File: src/rtl/pmev_pkg.sv
package pmev_pkg;

  typedef enum logic [1:0] {
    PWR_ON    = 2'b00,
    PWR_SLEEP = 2'b01,
    PWR_OFF   = 2'b10
  } pwrState_e;

  // status bit cells: index -> bit position and reset domain
  localparam int N_STS = 6;
  localparam int IDX_TMR = 0;
  localparam int IDX_GBL = 1;
  localparam int IDX_BTN = 2;
  localparam int IDX_RTC = 3;
  localparam int IDX_OVR = 4;
  localparam int IDX_WAK = 5;

  localparam int POS_TMR = 0;
  localparam int POS_GBL = 5;
  localparam int POS_BTN = 8;
  localparam int POS_RTC = 10;
  localparam int POS_OVR = 11;
  localparam int POS_WAK = 15;
  localparam int POS_AFTERLOSS = 14;

  localparam int DOM_CORE = 0;
  localparam int DOM_RES  = 1;
  localparam int DOM_RTC  = 2;
  localparam int N_DOM    = 3;

  localparam int STS_POS [N_STS] = '{POS_TMR, POS_GBL, POS_BTN, POS_RTC, POS_OVR, POS_WAK};
  localparam int STS_DOM [N_STS] = '{DOM_CORE, DOM_CORE, DOM_RES, DOM_RES, DOM_RTC, DOM_RES};

  // strobes from control to datapath
  typedef struct packed {
    logic setWake;
    logic setOvr;
  } ctlStrobe_t;

endpackage

File: src/rtl/pmev_w1c_bit.sv
module pmev_w1c_bit (
  input  logic clk,
  input  logic clr,
  input  logic set,
  input  logic wipe,
  output logic q
);
  // set beats write-one-clear so no event is lost
  always_ff @(posedge clk) begin
    if (clr)       q <= 1'b0;
    else if (set)  q <= 1'b1;
    else if (wipe) q <= 1'b0;
  end
endmodule

File: src/rtl/pmev_datapath.sv
module pmev_datapath
  import pmev_pkg::*;
#(
  parameter int REG_W = 16
) (
  input  logic             clk,
  input  logic             coreRstN,
  input  logic             resumeRstN,
  input  logic             rtcRstN,
  input  logic             tmrOvf,
  input  logic             gblEvt,
  input  logic             pwrBtn,
  input  logic             rtcAlarm,
  input  logic             sciEnable,
  input  logic             inS0,
  input  logic             regWr,
  input  logic             regAddr,
  input  logic [REG_W-1:0] regWData,
  input  ctlStrobe_t       strobe,
  output logic [REG_W-1:0] regRData,
  output logic [REG_W-1:0] statusVec,
  output logic             sciOut,
  output logic             smiOut,
  output logic             wakeCand,
  output logic             afterLoss
);

  logic rtcClr, resClr, coreClr;
  logic [N_DOM-1:0] domClr;
  assign rtcClr  = !rtcRstN;
  assign resClr  = !resumeRstN || rtcClr;
  assign coreClr = !coreRstN || resClr;
  assign domClr[DOM_CORE] = coreClr;
  assign domClr[DOM_RES]  = resClr;
  assign domClr[DOM_RTC]  = rtcClr;

  // edge detection on button and alarm
  logic btnQ, rtcQ, btnEdge, rtcEdge;
  always_ff @(posedge clk) begin
    if (coreClr) begin
      btnQ <= 1'b0;
      rtcQ <= 1'b0;
    end else begin
      btnQ <= pwrBtn;
      rtcQ <= rtcAlarm;
    end
  end
  assign btnEdge = pwrBtn && !btnQ;
  assign rtcEdge = rtcAlarm && !rtcQ;

  logic stsWr, enWr;
  assign stsWr = regWr && !regAddr;
  assign enWr  = regWr && regAddr;

  // status cells
  logic [N_STS-1:0] setVec, stsQ;
  always_comb begin
    setVec = '0;
    setVec[IDX_TMR] = tmrOvf;
    setVec[IDX_GBL] = gblEvt;
    setVec[IDX_BTN] = btnEdge;
    setVec[IDX_RTC] = rtcEdge;
    setVec[IDX_OVR] = strobe.setOvr;
    setVec[IDX_WAK] = strobe.setWake;
  end

  for (genvar i = 0; i < N_STS; i++) begin : g_sts
    pmev_w1c_bit u_bit (
      .clk  (clk),
      .clr  (domClr[STS_DOM[i]]),
      .set  (setVec[i]),
      .wipe (stsWr && regWData[STS_POS[i]]),
      .q    (stsQ[i])
    );
  end

  always_comb begin
    statusVec = '0;
    for (int i = 0; i < N_STS; i++) statusVec[STS_POS[i]] = stsQ[i];
  end

  // enable bits
  logic enTmr, enGbl, enBtn, enRtc;
  always_ff @(posedge clk) begin
    if (coreClr) begin
      enTmr <= 1'b0;
      enGbl <= 1'b0;
    end else if (enWr) begin
      enTmr <= regWData[POS_TMR];
      enGbl <= regWData[POS_GBL];
    end
  end

  always_ff @(posedge clk) begin
    if (resClr) begin
      enBtn <= 1'b0;
      enRtc <= 1'b0;
    end else if (enWr) begin
      enBtn <= regWData[POS_BTN];
      enRtc <= regWData[POS_RTC];
    end
  end

  always_ff @(posedge clk) begin
    if (rtcClr)             afterLoss <= 1'b0;
    else if (strobe.setOvr) afterLoss <= 1'b1;
    else if (enWr)          afterLoss <= regWData[POS_AFTERLOSS];
  end

  logic [REG_W-1:0] enVec;
  always_comb begin
    enVec = '0;
    enVec[POS_TMR]       = enTmr;
    enVec[POS_GBL]       = enGbl;
    enVec[POS_BTN]       = enBtn;
    enVec[POS_RTC]       = enRtc;
    enVec[POS_AFTERLOSS] = afterLoss;
  end

  assign regRData = regAddr ? enVec : statusVec;

  // interrupt routing
  logic tmrHit, gblHit, btnHit, rtcHit, sciSrc, smiSrc;
  assign tmrHit = stsQ[IDX_TMR] && enTmr;
  assign gblHit = stsQ[IDX_GBL] && enGbl;
  assign btnHit = stsQ[IDX_BTN] && enBtn;
  assign rtcHit = stsQ[IDX_RTC] && enRtc;
  assign sciSrc = tmrHit || gblHit || btnHit || rtcHit;
  assign smiSrc = tmrHit || btnHit || rtcHit;
  assign sciOut = inS0 && sciEnable && sciSrc;
  assign smiOut = inS0 && !sciEnable && smiSrc;

  // a fresh enabled event is a wake candidate
  assign wakeCand = (btnEdge && enBtn) || (rtcEdge && enRtc);

  logic unusedWrBits;
  assign unusedWrBits = ^regWData;

endmodule

File: src/rtl/pmev_ctrl.sv
module pmev_ctrl
  import pmev_pkg::*;
#(
  parameter int HOLD_CYCLES = 64
) (
  input  logic       clk,
  input  logic       resumeRstN,
  input  logic       rtcRstN,
  input  logic       pwrBtn,
  input  logic       sleepReq,
  input  logic       wakeCand,
  input  logic       afterLoss,
  output ctlStrobe_t strobe,
  output pwrState_e  state,
  output logic       wakeEvent
);

  localparam int CNT_W = $clog2(HOLD_CYCLES + 1);
  localparam logic [CNT_W-1:0] CNT_LAST = CNT_W'(HOLD_CYCLES - 1);
  localparam logic [CNT_W-1:0] CNT_FULL = CNT_W'(HOLD_CYCLES);

  logic resClr;
  assign resClr = !resumeRstN || !rtcRstN;

  // button hold counter, saturating, restarts on release
  logic [CNT_W-1:0] holdCnt;
  logic ovrFire;
  always_ff @(posedge clk) begin
    if (resClr || !pwrBtn)      holdCnt <= '0;
    else if (holdCnt != CNT_FULL) holdCnt <= holdCnt + 1'b1;
  end
  assign ovrFire = pwrBtn && (holdCnt == CNT_LAST);

  logic sleeping;
  assign sleeping  = (state != PWR_ON);
  assign wakeEvent = sleeping && wakeCand && !ovrFire;

  always_ff @(posedge clk) begin
    if (!rtcRstN)                         state <= PWR_ON;
    else if (!resumeRstN)                 state <= afterLoss ? PWR_OFF : PWR_ON;
    else if (ovrFire)                     state <= PWR_OFF;
    else if (wakeEvent)                   state <= PWR_ON;
    else if (sleepReq && state == PWR_ON) state <= PWR_SLEEP;
  end

  always_comb begin
    strobe.setOvr  = ovrFire;
    strobe.setWake = wakeEvent;
  end

endmodule

File: src/rtl/pmev_top.sv
module pmev_top
  import pmev_pkg::*;
#(
  parameter int REG_W       = 16,
  parameter int HOLD_CYCLES = 64
) (
  input  logic             clk,
  input  logic             coreRstN,
  input  logic             resumeRstN,
  input  logic             rtcRstN,
  input  logic             tmrOvf,
  input  logic             gblEvt,
  input  logic             pwrBtn,
  input  logic             rtcAlarm,
  input  logic             sleepReq,
  input  logic             sciEnable,
  input  logic             regWr,
  input  logic             regAddr,
  input  logic [REG_W-1:0] regWData,
  output logic [REG_W-1:0] regRData,
  output logic             sciOut,
  output logic             smiOut,
  output logic             wakeEvent,
  output logic [1:0]       sysState
);

  ctlStrobe_t       strobe;
  pwrState_e        state;
  logic             wakeCand;
  logic             afterLoss;
  logic [REG_W-1:0] statusVec;

  pmev_datapath #(.REG_W(REG_W)) u_dp (
    .clk        (clk),
    .coreRstN   (coreRstN),
    .resumeRstN (resumeRstN),
    .rtcRstN    (rtcRstN),
    .tmrOvf     (tmrOvf),
    .gblEvt     (gblEvt),
    .pwrBtn     (pwrBtn),
    .rtcAlarm   (rtcAlarm),
    .sciEnable  (sciEnable),
    .inS0       (state == PWR_ON),
    .regWr      (regWr),
    .regAddr    (regAddr),
    .regWData   (regWData),
    .strobe     (strobe),
    .regRData   (regRData),
    .statusVec  (statusVec),
    .sciOut     (sciOut),
    .smiOut     (smiOut),
    .wakeCand   (wakeCand),
    .afterLoss  (afterLoss)
  );

  pmev_ctrl #(.HOLD_CYCLES(HOLD_CYCLES)) u_ctrl (
    .clk        (clk),
    .resumeRstN (resumeRstN),
    .rtcRstN    (rtcRstN),
    .pwrBtn     (pwrBtn),
    .sleepReq   (sleepReq),
    .wakeCand   (wakeCand),
    .afterLoss  (afterLoss),
    .strobe     (strobe),
    .state      (state),
    .wakeEvent  (wakeEvent)
  );

  assign sysState = state;

endmodule

File: config.mk
export PLATFORM = sky130hd
export DESIGN_NAME = pmev_top
export DESIGN_NICKNAME = d
export VERILOG_FILES = /design/src/rtl/pmev_pkg.sv /design/src/rtl/pmev_w1c_bit.sv /design/src/rtl/pmev_datapath.sv /design/src/rtl/pmev_ctrl.sv /design/src/rtl/pmev_top.sv
export SDC_FILE = /design/constraint.sdc
export NUM_CORES = 1
export LEC_CHECK = 0
export ABC_AREA = 0
export BUFFER_PORTS_ARGS = -buffer_cell sky130_fd_sc_hd__buf_2
export CORE_MARGIN = 4
export CORE_UTILIZATION = 41
export DETAILED_ROUTE_END_ITERATION = 8
export GPL_TIMING_DRIVEN = 0
export PLACE_DENSITY = 0.85
export REMOVE_ABC_BUFFERS = 1
export SLEW_MARGIN = 20
export SYNTH_ARGS = -nofsm -noshare
export SYNTH_HDL_FRONTEND = slang
export SYNTH_SLANG_ARGS = --single-unit
File: constraint.sdc
create_clock -name clk -period 1.4 [get_ports clk]
set_clock_uncertainty 0.1 [all_clocks]
set_input_delay 0.28 -clock clk [delete_from_list [all_inputs] [get_ports clk]]
set_output_delay 0.28 -clock clk [all_outputs]
set_load 0.01 [all_outputs]
==> After elaboration in Yosys (flattened, before gate mapping) <==
Index checks and enable logic that the tools add are counted.
{ "word_totals": {"wordCells": 90, "reg_bits": 22, "inputBits": 28} }
{ "classes": {"eq_ne": 3, "n_addsub": 1, "muxes": 20, "reduce_logical": 51} }
{ "op_table": {"columns": ["op", "n"], "rows": [
  ["1-bit logical AND", 24],
  ["16-bit two-way mux", 1],
  ["2-bit nonzero test", 8],
  ["1-bit two-way mux", 14],
  ["2-bit two-way mux", 5],
  ["1-bit zero test", 9],
  ["1-bit logical OR", 9],
  ["7-bit by 1-bit adder with 7-bit output (second input constant)", 1],
  ["7-bit by 6-bit equality test with 1-bit output (second input constant)", 1],
  ["7-bit != test (second input constant)", 1],
  ["4-bit by 1-bit != test with 1-bit output (second input constant)", 1],
  ["2-bit zero test", 1]
]} }

==> Longest topological paths before layout <==
{ "depth": {"word_depth": 9, "ltp_mapped": 5, "ltp_nobuf": 5} }

==> Cells and area by module <==
Synthesis repeated with hierarchy kept, for this count alone.
{ "unflattened": {"cells_unflattened": 151, "area_unflattened_um2": 1325.0} }
{ "by_module_without_submodules": {"columns": ["module", "seq_area_each_um2", "area_per_inst_um2", "cells_per_inst", "instances"], "rows": [
  ["pmev_datapath", 140.1, 613.1, 74, 1],
  ["pmev_ctrl", 180.2, 475.5, 52, 1],
  ["pmev_w1c_bit", 20.0, 38.8, 4, 6],
  ["pmev_top", 0.0, 3.8, 1, 1]
]} }

==> Least setup slack after synthesis <==
No wires, ideal clock.
{ "synth_path": {"path_type": "register -> register", "start": "reg u_ctrl.holdCnt[4]", "end": "reg u_ctrl.holdCnt[1]", "setup_slack_ns": -0.056, "path_stages_with_launch": 4, "t_arrival_ns": 1.286, "t_required_ns": 1.230, "path_cell_list": "dfxtp_1 > or4b_4 > or3_1 > a21oi_1"} }
{ "synth_between": {"elab_chain_len": 1} }
{ "synth_lines": {"columns": ["element", "line_no", "text"], "rows": [
  ["from (decl)", "pmev_ctrl.sv:26", "logic [CNT_W-1:0] holdCnt;"],
  ["from (signal assigned)", "pmev_ctrl.sv:30", "else if (holdCnt != CNT_FULL) holdCnt <= holdCnt + 1'b1;"],
  ["7-bit != test", "pmev_ctrl.sv:30", null]
]} }
Every way passes these cells.
A chain may end at the register's enable or synchronous reset.

==> Final worst setup path <==
{ "layout_path": {"start": "reg u_dp.enRtc", "end": "out sciOut"} }
{ "layout_between": {"elab_chain_len": 3} }
{ "layout_lines": {"columns": ["element", "line_no", "text"], "rows": [
  ["from (decl)", "pmev_datapath.sv:83", "logic enTmr, enGbl, enBtn, enRtc;"],
  ["from (signal assigned)", "pmev_datapath.sv:100", "enRtc <= regWData[POS_RTC];"],
  ["1-bit logical AND", "pmev_datapath.sv:127", "assign rtcHit = stsQ[IDX_RTC] && enRtc;"],
  ["1-bit logical OR", "pmev_datapath.sv:128", "assign sciSrc = tmrHit || gblHit || btnHit || rtcHit;"],
  ["1-bit logical AND", "pmev_datapath.sv:130", "assign sciOut = inS0 && sciEnable && sciSrc;"],
  ["to (decl)", "pmev_top.sv:21", "output logic sciOut,"]
]} }
Every way passes these cells.

==> results list <==
- The run finished, with violations left.
- The final reports fail on setup timing.
- The routed layout has about 1.1k vias.
- After detailed placement, the design holds a cell count of approximately 190.
* Gate count of the mapped netlist: about 130
- Min Tclk post-route: ~1700 ps
* Starting density of the core: between 40% and 50%
- The total area inside the core boundary comes to roughly 2500 um^2.
- Growth of design area from synthesis to finish: 35.1%
- The number of antenna violations at the first check in global routing is 0.
- Unrepaired setup endpoints after global routing: true
* Register area: 459 um^2
* CTS clock-pin slew for the worst setup and hold paths: roughly 120 ps
- Sequential share of the synthesized area: about two fifths
- Clock latency of the later-clocked register in the worst-skew pair: 300 ps
- Summing all multi-input logic gate instances after layout gives around 670 um^2.
* Clock root buffer: sky130_fd_sc_hd__clkbuf_4
* Final cell count without fillers: 201
* Cell variety after synth: 31
* Filler cell count in the final layout: 229
- The most used flip-flop cell after synthesis is sky130_fd_sc_hd__dfxtp_1.
- Wire length of the first global-routing pass: between 4000 and 5000 um
* Worst path required time: approximately 1000 ps
- Number of placement rows: 18
- The number of clock buffers added by TritonCTS is 3.
- Min-delay worst type: input port to register
- Die Width: roughly 60 um
- Dividing the final minimum period by the clock period gives 123%.
- Detailed-route wire length: between 2000 and 3000 um
- Leakage: between 0.6 and 0.7 nW
* Routability Congestion: 0.790
- During placement, the flow inserted port buffers numbering 30.
- Post-Synthesis Mean Instance Area: between 8 and 9 um^2
* Critical-path maximum fanout: 4
- The synthesized design contains 22 register bits.
- The first TritonRoute pass finished after 4 iterations.
* Maximum clock insertion buffer count: 2
- The tree built by TritonCTS fans out to 22 sinks.
- In the routed design, unresolved DRC markers number 0.
- Maximum resistive drop on vdd: between 600 and 700 uV
- Final-report hold violation count: 0
* Number of enable-type register cells in the synthesized netlist: 0
- The synthesized netlist occupies a cell area of 1100 um^2.
- In this run the power density over the cells is ~720 nW/um^2.
- CTS built an H-tree with a depth of 1.
- Syn. warnings: 0
- Post-detailed-route via-to-cell ratio: 5.31
- In the final routed layout, each cell accounts on average for around 13 um.
* Slack of the critical path: -320 ps
- The die is ~60 um tall.
- Nets@finish: 203
- DP HPWL: around 1800 um
- between 40 and 50 I/O pins were placed.
- Floorplan die area: between 3000 and 4000 um^2
- Of all flip-flops after synthesis, the portion carrying an async set or reset was 0%.
* Overall routing resource usage: 14.6%
* Max Cap Viol: 0
* Largest net degree at the start of global routing: 16
- CTS tree: yes
- Starting DRT DRC Count: about 110
- The number of max-slew violations in the final report came to 0.
- Worst endpoint data arrival time: ~1300 ps
- Ant. Diodes: 0
- The number of hold buffers added after CTS was 0.
* Crit path launch type: register
- Post-place setup slack: -304 ps
- Derived from the worst setup path, the maximum achievable clock frequency is approximately 580 MHz.
- STA classifies the critical path endpoint as an output pin.
- Setup violations remaining at the end of the flow were counted as 12.
- In this run the remaining antenna-violating nets after routing total 0.
- The critical path is of the register to output pin type.
- Gr ovfl total: 0
* Layout cell share with drive strength beyond 1: around 43%
- Via count of the first global-routing pass: around 1000
[logic make-up (layout without fill, tap and decap cells)]
family	count (synthesis)	in the layout	share of synthesized area, %
adder cells (fa/ha/maj)	2	2	2.27
XOR/XNOR	3	3	2.38
AND/OR/NAND/NOR	53	53	26.2
flip-flops	22	22	39.9
other	1	9	0.340
multiplexers	5	5	4.99
buffers and inverters	15	49	8.16
AO/OA/AOI/OAI	28	28	15.8
[worst max-delay path: stages (launching register included)]
cell and delay [ps]:
sky130_fd_sc_hd__dfxtp_2 360, sky130_fd_sc_hd__a222oi_1 420, sky130_fd_sc_hd__a21oi_1 120, sky130_fd_sc_hd__buf_2 150
[cell type report]
type	instances	area share, %
Sequential cell	22	30.8
Inverter	3	0.755
Clock buffer	3	1.51
Tap cell	30	2.52
Timing Repair Buffer	43	19.4
Multi-Input combinational cell	100	45.1
[path summary, 6_finish.rpt]
check | startpoint | to | cells after the start | slack (ps)
setup / recovery | u_dp.enRtc | sciOut | 3 | -320
hold / removal | gblEvt | u_dp.g_sts[1].u_bit.q | 3 | 80
setup reg to reg | u_ctrl.holdCnt[4] | u_ctrl.holdCnt[1] | 3 | -150
hold reg to reg | u_dp.enGbl | u_dp.enGbl | 2 | 380
[routing by layer]
layer  GRT usage (%)  part of all wire (%)  vias to the layer above
met5               0                     0                        -
met1            15.9                    39                      502
met4            4.75                  0.73                        0
li1                -                     -                      526
met3            2.59                   7.8                        2
met2            27.9                    52                       38
[cells in the mapped netlist, drive strengths merged (2+ instances only)]
library cell	instances	area, um^2
xor2	2	17.5
clkbuf	3	11.3
nor3	2	10.0
nand3	7	35.0
and2	3	18.8
buf	9	67.6
mux2	4	45.0
inv	3	11.3
nand2	13	48.8
a21boi	4	30.0
or3	3	18.8
and3	3	18.8
ha	2	25.0
nor2b	6	37.5
nor2	6	22.5
nand3b	4	30.0
dfxtp	22	440
a21oi	12	60.1
o21ai	4	20.0
nor4	2	12.5
o21a	4	30.0
nand2b	2	12.5
[cells in the final DEF (no fill, tap or decap), types with 2 or more instances in the layout]
master	Yosys	layout
sky130_fd_sc_hd__buf_2	0	24
sky130_fd_sc_hd__nand2_1	13	13
sky130_fd_sc_hd__dfxtp_2	0	12
sky130_fd_sc_hd__buf_4	9	11
sky130_fd_sc_hd__a21oi_1	12	10
sky130_fd_sc_hd__conb_1	1	9
sky130_fd_sc_hd__dfxtp_1	22	9
sky130_fd_sc_hd__buf_6	0	7
sky130_fd_sc_hd__nor2_1	6	6
sky130_fd_sc_hd__nor2b_1	6	6
sky130_fd_sc_hd__nand3_1	7	6
sky130_fd_sc_hd__nand3b_1	4	4
sky130_fd_sc_hd__o21ai_0	4	4
sky130_fd_sc_hd__o21a_1	4	4
sky130_fd_sc_hd__a21boi_0	4	4
sky130_fd_sc_hd__clkbuf_4	0	4
sky130_fd_sc_hd__inv_1	3	3
sky130_fd_sc_hd__mux2_4	0	3
sky130_fd_sc_hd__and3_1	3	3
sky130_fd_sc_hd__a21oi_2	0	2
sky130_fd_sc_hd__and2_1	3	2
sky130_fd_sc_hd__nor4_1	2	2
sky130_fd_sc_hd__xor2_1	2	2
sky130_fd_sc_hd__or3_1	3	2
sky130_fd_sc_hd__nor3_2	0	2
[sequential cells by signal, indices dropped and copies added (netlist names)]
name                cells
u_dp.enRtc              1
u_dp.rtcQ               1
u_dp.enBtn              1
u_ctrl.state            2
u_dp.enTmr              1
u_dp.g_sts.u_bit.q      6
u_dp.btnQ               1
u_dp.afterLoss          1
u_dp.enGbl              1
u_ctrl.holdCnt          7
[stage by stage]
stage | area [um^2] | hold WS (ps) | total power, W | utilization [%] | setup TNS (ps)
6_report | 1490 | 84.0 | 0.00108 | 59.1 | -1860
3_3_place_gp | 1240 | 356 | 0.000784 | 49.3 | -828
2_1_floorplan | 1050 | 280 | 0.000727 | - | -239
4_1_cts | 1400 | 88.6 | 0.00107 | 55.4 | -1700
5_1_grt | 1490 | 104 | 0.00113 | 59.1 | -2610
3_5_place_dp | 1240 | 368 | 0.000787 | 49.3 | -1140
[what timing repair did]
item                                    in CTS  in global routing
gates cloned                                 0                  0
resized for setup                           24                 12
endpoints found under the hold margin        0                  0
endpoints found under the setup margin      15                 14
pin swaps                                    8                  6
setup buffers                                6                  7
[report_power, final]
| group | internal, W | switching, W |
|---|---|---|
| logic | 0.0000654 | 0.0000780 |
| clock network | 0.000100 | 0.000182 |
| registers | 0.000639 | 0.0000118 |
Power figures use the tool's default switching activity.
